<file path="config.mk">
export PLATFORM = sky130hd
export DESIGN_NAME = pk2dq_conv
export DESIGN_NICKNAME = d
export VERILOG_FILES = /design/src/rtl/pk2dq_pkg.sv /design/src/rtl/pk2dq_f2i.sv /design/src/rtl/pk2dq_lane.sv /design/src/rtl/pk2dq_ctl.sv /design/src/rtl/pk2dq_conv.sv
export SDC_FILE = /design/constraint.sdc
export NUM_CORES = 2
export LEC_CHECK = 0
export BUFFER_PORTS_ARGS = -buffer_cell sky130_fd_sc_hd__buf_2
export CORE_AREA = 2 2 611 613
export CTS_CLUSTER_SIZE = 14
export DETAILED_ROUTE_END_ITERATION = 8
export DIE_AREA = 0 0 613 615
export PLACE_DENSITY = 0.47
export SLEW_MARGIN = 20
export SYNTH_ARGS = -nofsm -noshare
export SYNTH_HDL_FRONTEND = slang
export SYNTH_HIERARCHICAL = 1
export SYNTH_SLANG_ARGS = --single-unit
</file>
<file path="constraint.sdc">
create_clock -name clk -period 31.1 [get_ports clk]
set_input_delay 1.555 -clock clk [delete_from_list [all_inputs] [get_ports clk]]
set_output_delay 1.555 -clock clk [all_outputs]
set_load 0.05 [all_outputs]
</file>
<file path="src/rtl/pk2dq_pkg.sv">
package pk2dq_pkg;

  localparam int unsigned SRC_LANE_W = 64;
  localparam int unsigned DST_LANE_W = 32;

  typedef enum logic [1:0] {
    RND_NEAR = 2'b00,
    RND_DOWN = 2'b01,
    RND_UP   = 2'b10,
    RND_ZERO = 2'b11
  } rnd_mode_e;

  typedef enum logic [1:0] {
    SEL_ZERO = 2'b00,
    SEL_OLD  = 2'b01,
    SEL_CONV = 2'b10
  } slot_sel_e;

  typedef struct packed {
    logic inexact;
    logic invalid;
  } cvt_flags_t;

endpackage

</file>
<file path="src/rtl/pk2dq_f2i.sv">
module pk2dq_f2i
  import pk2dq_pkg::*;
(
  input  logic [SRC_LANE_W-1:0] fp_in,
  input  rnd_mode_e             rnd,
  output logic [DST_LANE_W-1:0] int_out,
  output cvt_flags_t            flg
);

  localparam int unsigned FRAC_W = 52;
  localparam int unsigned EXP_W  = 11;
  localparam int unsigned SIG_W  = FRAC_W + 1;
  localparam int unsigned FIX_W  = 64;
  localparam int unsigned WIDE_W = SIG_W + FIX_W;
  localparam int unsigned MAG_W  = SIG_W + 1;
  localparam logic signed [EXP_W+1:0] BIAS = 13'sd1023;
  localparam logic [MAG_W-1:0] POS_MAX = MAG_W'(64'h7FFF_FFFF);
  localparam logic [MAG_W-1:0] NEG_MAX = MAG_W'(64'h8000_0000);

  logic                     sgn;
  logic [EXP_W-1:0]         ex_raw;
  logic [FRAC_W-1:0]        frac;
  logic signed [EXP_W+1:0]  ex_unb;
  logic [SIG_W-1:0]         sig;
  logic [WIDE_W-1:0]        shifted;
  logic [6:0]               sh;
  logic                     special, tiny, huge;
  logic [SIG_W-1:0]         ipart;
  logic                     grd, stk, bump, fits;
  logic [MAG_W-1:0]         mag;

  always_comb begin
    sgn     = fp_in[63];
    ex_raw  = fp_in[62:52];
    frac    = fp_in[51:0];
    special = &ex_raw;
    sig     = {|ex_raw, frac};
    ex_unb  = $signed({2'b00, ex_raw}) - BIAS;
    tiny    = ex_unb < -13'sd1;
    huge    = ex_unb > 13'sd32;
    // right shift that leaves the binary point at bit FIX_W
    sh      = 7'd52 - ex_unb[6:0];
    shifted = {sig, {FIX_W{1'b0}}} >> sh;

    if (tiny) begin
      ipart = '0;
      grd   = 1'b0;
      stk   = |fp_in[62:0];
    end else begin
      ipart = shifted[WIDE_W-1:FIX_W];
      grd   = shifted[FIX_W-1];
      stk   = |shifted[FIX_W-2:0];
    end

    case (rnd)
      RND_NEAR: bump = grd & (stk | ipart[0]);
      RND_DOWN: bump = sgn & (grd | stk);
      RND_UP:   bump = ~sgn & (grd | stk);
      default:  bump = 1'b0;
    endcase

    mag  = {1'b0, ipart} + MAG_W'(bump);
    fits = sgn ? (mag <= NEG_MAX) : (mag <= POS_MAX);

    if (special || huge || !fits) begin
      int_out     = 32'h8000_0000;
      flg.invalid = 1'b1;
      flg.inexact = 1'b0;
    end else begin
      int_out     = sgn ? (~mag[31:0] + 32'd1) : mag[31:0];
      flg.invalid = 1'b0;
      flg.inexact = grd | stk;
    end
  end

  // an invalid lane never also reports inexact and always returns the indefinite code
  always_comb begin
    a_r4_one_flag: assert (!(flg.invalid && flg.inexact));
    if (flg.invalid) begin
      a_r4_indef_code: assert (int_out == 32'h8000_0000);
    end
  end

endmodule

</file>
<file path="src/rtl/pk2dq_lane.sv">
module pk2dq_lane
  import pk2dq_pkg::*;
(
  input  logic [SRC_LANE_W-1:0] own_src,
  input  logic [SRC_LANE_W-1:0] first_src,
  input  logic                  bcast_src,
  input  rnd_mode_e             rnd,
  output logic [DST_LANE_W-1:0] res,
  output cvt_flags_t            flg
);

  logic [SRC_LANE_W-1:0] pick;

  assign pick = bcast_src ? first_src : own_src;

  pk2dq_f2i u_cvt (
    .fp_in   (pick),
    .rnd     (rnd),
    .int_out (res),
    .flg     (flg)
  );

endmodule

</file>
<file path="src/rtl/pk2dq_ctl.sv">
module pk2dq_ctl
  import pk2dq_pkg::*;
#(
  parameter int unsigned N_LANES = 8
) (
  input  logic [1:0]               vl_sel,
  input  logic                     legacy,
  input  logic                     mask_en,
  input  logic [N_LANES-1:0]       lane_mask,
  input  logic                     zero_mode,
  input  logic                     bcast,
  input  logic                     mem_src,
  input  rnd_mode_e                emb_rc,
  input  rnd_mode_e                glob_rc,
  input  logic [3:0]               reg_spec,
  output slot_sel_e [2*N_LANES-1:0] slot_sel,
  output rnd_mode_e                rnd,
  output logic                     bcast_src,
  output logic                     fault
);

  localparam int unsigned N_SLOTS  = 2 * N_LANES;
  localparam int unsigned CNT_W    = $clog2(N_SLOTS + 1);
  localparam int          LEG_KEEP = 128 / DST_LANE_W;
  localparam logic [3:0]  SPEC_OK  = 4'hF;

  logic [CNT_W-1:0]   span_raw, span;
  logic [N_LANES-1:0] lane_on;

  always_comb begin
    fault = (reg_spec != SPEC_OK);

    case (vl_sel)
      2'b00:   span_raw = CNT_W'(2);
      2'b01:   span_raw = CNT_W'(4);
      default: span_raw = CNT_W'(8);
    endcase
    if (legacy) span_raw = CNT_W'(2);
    span = (span_raw > CNT_W'(N_LANES)) ? CNT_W'(N_LANES) : span_raw;

    bcast_src = mem_src & bcast & ~legacy;
    rnd       = (bcast & ~mem_src & ~legacy & vl_sel[1]) ? emb_rc : glob_rc;

    for (int j = 0; j < N_LANES; j++) begin
      lane_on[j] = legacy | ~mask_en | lane_mask[j];
    end

    for (int k = 0; k < N_SLOTS; k++) begin
      if (fault) begin
        slot_sel[k] = SEL_OLD;
      end else if (CNT_W'(k) < span) begin
        if (lane_on[k % N_LANES]) slot_sel[k] = SEL_CONV;
        else if (zero_mode)       slot_sel[k] = SEL_ZERO;
        else                      slot_sel[k] = SEL_OLD;
      end else if (legacy && (k >= LEG_KEEP)) begin
        slot_sel[k] = SEL_OLD;
      end else begin
        slot_sel[k] = SEL_ZERO;
      end
    end
  end

endmodule

</file>
<file path="src/rtl/pk2dq_conv.sv">
module pk2dq_conv
  import pk2dq_pkg::*;
#(
  parameter int unsigned N_LANES = 8
) (
  input  logic                          clk,
  input  logic                          rst_n,
  input  logic                          in_valid,
  input  logic [N_LANES*SRC_LANE_W-1:0] src_vec,
  input  logic [N_LANES*SRC_LANE_W-1:0] old_dst,
  input  logic [N_LANES-1:0]            lane_mask,
  input  logic                          mask_en,
  input  logic                          zero_mode,
  input  logic [1:0]                    vl_sel,
  input  logic                          bcast,
  input  logic                          mem_src,
  input  logic [1:0]                    emb_rc,
  input  logic [1:0]                    glob_rc,
  input  logic                          legacy,
  input  logic [3:0]                    reg_spec,
  output logic                          out_valid,
  output logic [N_LANES*SRC_LANE_W-1:0] dst_out,
  output logic [1:0]                    flags_out,
  output logic                          ud_fault
);

  localparam int unsigned VEC_W   = N_LANES * SRC_LANE_W;
  localparam int unsigned N_SLOTS = VEC_W / DST_LANE_W;

  // reset: asserted asynchronously, released on the clock
  logic [1:0] rst_pipe;
  logic       rst_sn;

  always_ff @(posedge clk or negedge rst_n) begin
    if (!rst_n) rst_pipe <= 2'b00;
    else        rst_pipe <= {rst_pipe[0], 1'b1};
  end
  assign rst_sn = rst_pipe[1];

  slot_sel_e [N_SLOTS-1:0]                 slot_sel;
  rnd_mode_e                               rnd;
  logic                                    bcast_src, fault_d;
  logic [N_LANES-1:0][DST_LANE_W-1:0]      lane_res;
  cvt_flags_t [N_LANES-1:0]                lane_flg;
  logic [N_SLOTS-1:0][DST_LANE_W-1:0]      slot_val;
  logic [VEC_W-1:0]                        dst_d;
  cvt_flags_t                              flg_d;

  pk2dq_ctl #(.N_LANES(N_LANES)) u_ctl (
    .vl_sel    (vl_sel),
    .legacy    (legacy),
    .mask_en   (mask_en),
    .lane_mask (lane_mask),
    .zero_mode (zero_mode),
    .bcast     (bcast),
    .mem_src   (mem_src),
    .emb_rc    (rnd_mode_e'(emb_rc)),
    .glob_rc   (rnd_mode_e'(glob_rc)),
    .reg_spec  (reg_spec),
    .slot_sel  (slot_sel),
    .rnd       (rnd),
    .bcast_src (bcast_src),
    .fault     (fault_d)
  );

  for (genvar j = 0; j < N_LANES; j++) begin : g_lane
    pk2dq_lane u_lane (
      .own_src   (src_vec[j*SRC_LANE_W +: SRC_LANE_W]),
      .first_src (src_vec[SRC_LANE_W-1:0]),
      .bcast_src (bcast_src),
      .rnd       (rnd),
      .res       (lane_res[j]),
      .flg       (lane_flg[j])
    );
  end

  for (genvar k = 0; k < N_SLOTS; k++) begin : g_slot
    if (k < N_LANES) begin : g_conv
      assign slot_val[k] = (slot_sel[k] == SEL_CONV) ? lane_res[k] :
                           (slot_sel[k] == SEL_OLD)  ? old_dst[k*DST_LANE_W +: DST_LANE_W] :
                                                       '0;
    end else begin : g_fill
      assign slot_val[k] = (slot_sel[k] == SEL_OLD) ? old_dst[k*DST_LANE_W +: DST_LANE_W] : '0;
    end
  end

  assign dst_d = slot_val;

  always_comb begin
    flg_d = '0;
    for (int j = 0; j < N_LANES; j++) begin
      if (slot_sel[j] == SEL_CONV) flg_d = flg_d | lane_flg[j];
    end
  end

  logic             out_valid_q, fault_q;
  logic [VEC_W-1:0] dst_q;
  cvt_flags_t       flags_q;

  always_ff @(posedge clk or negedge rst_sn) begin
    if (!rst_sn) begin
      out_valid_q <= 1'b0;
      dst_q       <= '0;
      flags_q     <= '0;
      fault_q     <= 1'b0;
    end else begin
      out_valid_q <= in_valid;
      if (in_valid) begin
        dst_q   <= dst_d;
        flags_q <= flg_d;
        fault_q <= fault_d;
      end
    end
  end

  assign out_valid = out_valid_q;
  assign dst_out   = dst_q;
  assign flags_out = flags_q;
  assign ud_fault  = fault_q;

  // ---------------- assertions ----------------
  a_r10_fault_keeps_old: assert property (@(posedge clk) disable iff (!rst_sn)
    (in_valid && reg_spec != 4'hF) |=>
      (fault_q && dst_q == $past(old_dst) && flags_q == '0));

  a_r9_legacy_upper: assert property (@(posedge clk) disable iff (!rst_sn)
    (in_valid && legacy && reg_spec == 4'hF) |=>
      (dst_q[VEC_W-1:128] == $past(old_dst[VEC_W-1:128]) && dst_q[127:64] == '0));

  a_r8_short_upper_zero: assert property (@(posedge clk) disable iff (!rst_sn)
    (in_valid && !legacy && reg_spec == 4'hF && vl_sel == 2'b00) |=>
      (dst_q[VEC_W-1:64] == '0));

  a_r12_valid_follows: assert property (@(posedge clk) disable iff (!rst_sn)
    1'b1 |=> (out_valid_q == $past(in_valid)));

  a_r12_hold: assert property (@(posedge clk) disable iff (!rst_sn)
    !in_valid |=> ($stable(dst_q) && $stable(flags_q) && $stable(fault_q)));

endmodule

</file>
Word level (Yosys, flattened, before mapping)
Cells that the tools add are included.
- bits of input ports: 1050
- logic and storage cells: 410
- flip-flop bits (word level): 518
- output and inout bits: 516
- reduce and logical (&&, ||, !) cells: 58
- add/subtract/negate cells: 32
- equal/unequal tests: 28
- bitwise gates (word level): 80
- $lt $le $gt $ge: 49
- muxes and demuxes: 149
- shifts and indexed selects: 8
- operators by type and width (kind ; count):
    2-to-1 mux 32 bit ; 40
    OR reduction 63 bit ; 16
    >> shifter 117 x 7 -> 117 bit ; 8
    2-to-1 mux 64 bit ; 7
    adder 53 x 1 -> 54 bit ; 8
    less-or-equal comparator 54 x 31 -> 1 bit, second input constant ; 8
    less-or-equal comparator 54 x 32 -> 1 bit, second input constant ; 8
    2-to-1 mux 53 bit ; 8
    adder 32 x 1 -> 32 bit, second input constant ; 8
    NOT 32 bit ; 8
    2-to-1 mux 2 bit ; 57
    greater-than comparator 12 x 7 -> 1 bit, second input constant ; 8
    less-than comparator 12 x 1 -> 1 bit, second input constant ; 8
    subtractor 11 x 10 -> 12 bit, second input constant ; 8
    AND reduction 11 bit ; 8
    OR reduction 11 bit ; 8
    subtractor 6 x 7 -> 7 bit, first input constant ; 8
    less-than comparator 4 x 5 -> 1 bit, first input constant ; 8
    == test 2 x 1 -> 1 bit, second input constant ; 18
    AND 1 bit ; 29
    2-to-1 mux 1 bit ; 26
    bitwise OR 1 bit ; 25
    case mux 1 bit (3 select lines) ; 8
    less-than comparator 3 x 5 -> 1 bit, first input constant ; 4
    other kinds (12) ; 62

Longest topological paths before layout
- depth after elaboration: 31
- depth in mapped cells: 46
- gate-level depth less buffers: 34

Cells and area by module
Netlist, hierarchy kept.
- modules (own cells, without submodules) (module ; seq. area each (µm²) ; times used ; cells each ; area each (µm²)):
    pk2dq_f2i (g_lane[0].u_lane.u_cvt ...) ; 0.0 ; 6 ; 1117 ; 7840.0
    pk2dq_conv ; 12962.4 ; 1 ; 1763 ; 21526.9
    pk2dq_f2i (g_lane[7].u_lane.u_cvt) ; 0.0 ; 1 ; 1190 ; 8654.6
    pk2dq_lane ; 0.0 ; 8 ; 71 ; 1077.3
    pk2dq_f2i (g_lane[3].u_lane.u_cvt) ; 0.0 ; 1 ; 1101 ; 7881.3
    pk2dq_ctl ; 0.0 ; 1 ; 53 ; 367.9

Worst setup path before layout
OpenSTA, ideal clock, no wires.
- kind: input -> register
- start: input legacy
- end: register flags_q (netlist bit flags_out[0])
- path buffers: 10
- library setup time: 134 ps
- slack: 19793 ps
- required time: 30966 ps
- stages: 38
- arrival time: 11173 ps
- cells stage by stage: clkbuf_1 and3b_1 buf_6 buf_12 mux2_4 buf_4 buf_6 inv_1 ha_1 buf_6 buf_4 buf_4 mux4_2 mux4_2 mux2i_1 or3b_2 or4_1 a211o_1 [... 2 more ...] o31ai_1 a21oi_1 o22a_1 ha_1 ha_1 o211a_1 a31o_2 a211oi_2 o22ai_1 nor4_4 nand4b_4 o41a_1 or4_1 buf_6 buf_12 and3b_1 a221oi_1 a31oi_1
- RTL lines (element ; RTL line ; RTL):
    start, declared ; pk2dq_conv.sv:19 ; input logic legacy,
    end signal, assigned ; pk2dq_conv.sv:110 ; flags_q <= flg_d;
    end, declared ; pk2dq_conv.sv:98 ; cvt_flags_t flags_q;

==> flow_metrics.py <==
metrics = {
    "run_status": {
        "status": "completed",
    },
    "sta": {
        "final-hold-violation-count": 0,
        "setup_tns_ns": 0,
        "period_needed_ns": 14.69,
        "rsz0062_at_grt": "false",
        "maxSlewViolCount": 0,
        "fmax_mhz": 68.1,
        "setup_violations": 0,
        "worst_slew_pin_slew_ns": 1.35,
        "max_slew_margin_pct": 9.03,
        "fin_crit_sh_pct": 47.2,
        "holdWs_ns": 0.234,
        "clock_skew_ns": 0.0583,
    },
    "clock_network": {
        "clk_latency_ns": 0.80,
        "cts_resized": 0,
        "cts.hold.buffers_added": 0,
        "cts_root_buffer": "clkbuf_16",
        "clk_pin_slew_ns": 0.07,
        "htree_levels": 3,
        "tritoncts": "yes",
        "cts.sinks": 518,
        "cts_buffers": 74,
        "post_cts_buffers": 0,
        "cts_buffer_depth": 4,
    },
    "die": {
        "initial_utilization_pct": 25.4,
        "rows": 224,
        "die_h_um": 615,
        "core_area_sq_mm": 0.371,
        "die_w_um": 613,
        "dieArea_sq_mm": 0.377,
        "io_pins": 1566,
    },
    "logic_synthesis": {
        "ys_warn_count": 6,
        "synth_top_area_share_pct": 13.8,
        "yosysTopAreaCell": "dfrtp_1",
        "synth_commonest_cells": "1961 x nor2_1, 866 x nand2_1, 518 x dfrtp_1",
        "netlist_instances": 11400,
        "ys_async_sr_fraction_pct": 100,
        "synth_area_sq_mm": 0.0941,
        "synth-seq-cells": 518,
        "yosysSeqAreaShare_pct": 13.8,
        "synth-edff-count": 0,
        "yosysMostFrequentCell": "nor2_1",
        "avgSynthCellArea_sq_um": 8.27,
        "synthFlopType": "dfrtp_1",
        "synth_cell_type_count": 149,
        "synthTopCellsByArea": "dfrtp_1 14%, mux4_2 12%, nor2_1 7.8%",
    },
    "setup_path": {
        "r2r_start": "rst_pipe[1]",
        "r2r_slack_ns": 27.23,
        "cpMostUsedCell": "buf_4",
        "critPathCaptureType": "register",
        "start_kind": "primary input",
        "crit_fanout": 75,
        "cpPeakStageDelay_ns": 0.95,
        "r2r-end": "dst_out[132]",
        "ff2ff_path_depth": 4,
        "crit_arrival_ns": 15.28,
        "slowest_stage": "ha_4",
        "required_ns": 31.69,
        "path_class": "primary input to register",
    },
    "grt": {
        "track_usage_pct": 32.8,
        "antenna_found_initial": 245,
        "grt_pass1_vias": 97400,
        "grt_max_degree": 139,
        "grt_overflow": 0,
        "grt_pass1_wl_mm": 863,
    },
    "run": {
        "max_cap_viol_count": 0,
    },
    "place": {
        "port_buffers": 1565,
        "dp_hpwl_mm": 520,
        "globalplace.congestion": 1.04,
    },
    "drt": {
        "viasPerCell": 6.06,
        "firstDrtPassIters": 8,
        "drc_errors": 0,
        "drt_iter0_drc": 13900,
        "final_antenna_net_count": 0,
        "dr_total_vias": 106000,
        "drt_wl_total_mm": 651,
        "wl_per_cell_um": 37.1,
    },
    "finish": {
        "layout.nets": 13500,
        "layout-drive-gt1-share_pct": 29.2,
        "area_delta_synth_final_pct": 13.8,
    },
    "power_and_ir_drop": {
        "leakage_nw": 41.2,
        "power_density_mw_per_mm2": 50.4,
        "ir_worst_vdd_mv": 0.0402,
    },
    "hold_path": {
        "hold_path.class": "register to asynchronous set/reset pin",
    },
}
-- through the flow --
step	power [mW]	std cells	instance area [sq um]	worst slack [ns]	utilization, %
2_1_floorplan	3.20	11400	94100	15.59	-
3_3_place_gp	4.40	17200	104000	15.90	28.1
3_5_place_dp	4.38	17200	104000	15.85	28.1
4_1_cts	5.32	17400	107000	16.66	28.7
5_1_grt	5.62	17500	107000	15.74	28.8
6_report	5.40	17600	107000	16.42	28.9
-- registers in the layout, indices dropped and copies added (netlist names) --
| name | cells |
|---|---|
| ud_fault | 1 |
| out_valid | 1 |
| flags_out | 2 |
| dst_out | 512 |
| rst_pipe | 2 |
-- layout make-up --
class / instances / area [sq um]
antenna: 204 / 510
multi-input combinational: 9723 / 74200
tap: 4972 / 6220
sequential: 518 / 13000
inverter: 149 / 576
clock inverter: 32 / 458
clock buffer: 97 / 2060
timing repair buffer: 1865 / 10100
fill: 40800 / 264000
-- worst max-delay path: cells and delay by family --
kind / cells / cell delay (ns)
simple gates: 15 / 5.37
buf+inv: 7 / 2.87
compound gates: 11 / 2.83
mux: 3 / 1.19
fa+ha+maj: 2 / 1.18
-- cell families (layout without fill, tap and decap cells) --
| group | Yosys count | after routing | share of synthesized area [%] |
|---|---|---|---|
| other | 2 | 213 | 0.00798 |
| XOR/XNOR | 511 | 511 | 4.97 |
| AO/OA/AOI/OAI | 2895 | 2895 | 23.6 |
| multiplexers | 1167 | 1167 | 21.5 |
| buffers and inverters | 1143 | 2143 | 7.91 |
| AND/OR/NAND/NOR | 5061 | 5061 | 27.1 |
| adder cells (fa/ha/maj) | 80 | 80 | 1.06 |
| flip-flops | 518 | 518 | 13.8 |
-- where the power goes --
| group | switching [mW] | leakage [nW] | total (mW) | internal (mW) |
|---|---|---|---|---|
| Combinational | 2.58 | 33.6 | 3.70 | 1.12 |
| Clock | 0.375 | 1.24 | 0.925 | 0.550 |
| Sequential | 0.0462 | 6.29 | 0.780 | 0.733 |
-- worst max path at each step --
stage	from	to	slack, ns	cells after the start
2_1_floorplan	rst_pipe[1]	dst_out[0]	15.59	0
3_3_place_gp	legacy	flags_out[0]	15.90	38
3_5_place_dp	legacy	flags_out[0]	15.85	38
4_1_cts	legacy	flags_out[0]	16.66	38
5_1_grt	legacy	flags_out[0]	15.74	38
6_report	legacy	flags_out[0]	16.42	38
-- placed cells by master (no fill, tap or decap), types with 72 or more instances in the layout --
master and count:
nor2_1 1961, buf_2 1564, nand2_1 866, dfrtp_1 517, mux4_2 485, mux2_4 480
a21oi_1 475, nand3_1 373, o21ai_0 348, o22ai_1 312, nor3_1 297, buf_4 297
a22o_1 265, nor4_1 260, xnor2_1 259, o211ai_1 259, xor2_1 221, diode_2 204
a221oi_1 180, nand4_1 168, inv_1 139, mux2i_1 135, o31ai_1 123, or4_1 117
and3_1 104, and2_1 100, or3_1 97, nor2_2 92, a221oi_2 83, a31oi_1 76
clkbuf_16 74, ha_1 72
-- per-layer routing --
metal | global-route usage (%) | vias to the layer above | part of all wire, % | routed length, um
met5 | 0.281 | - | 0.14 | 936
met2 | 49.6 | 6071 | 45 | 290000
met3 | 8.99 | 1422 | 9.3 | 60300
li1 | - | 45900 | - | -
met1 | 37.6 | 53000 | 36 | 237000
met4 | 29.8 | 104 | 9.5 | 61800
No activity file was read; power rests on OpenSTA's default activity.
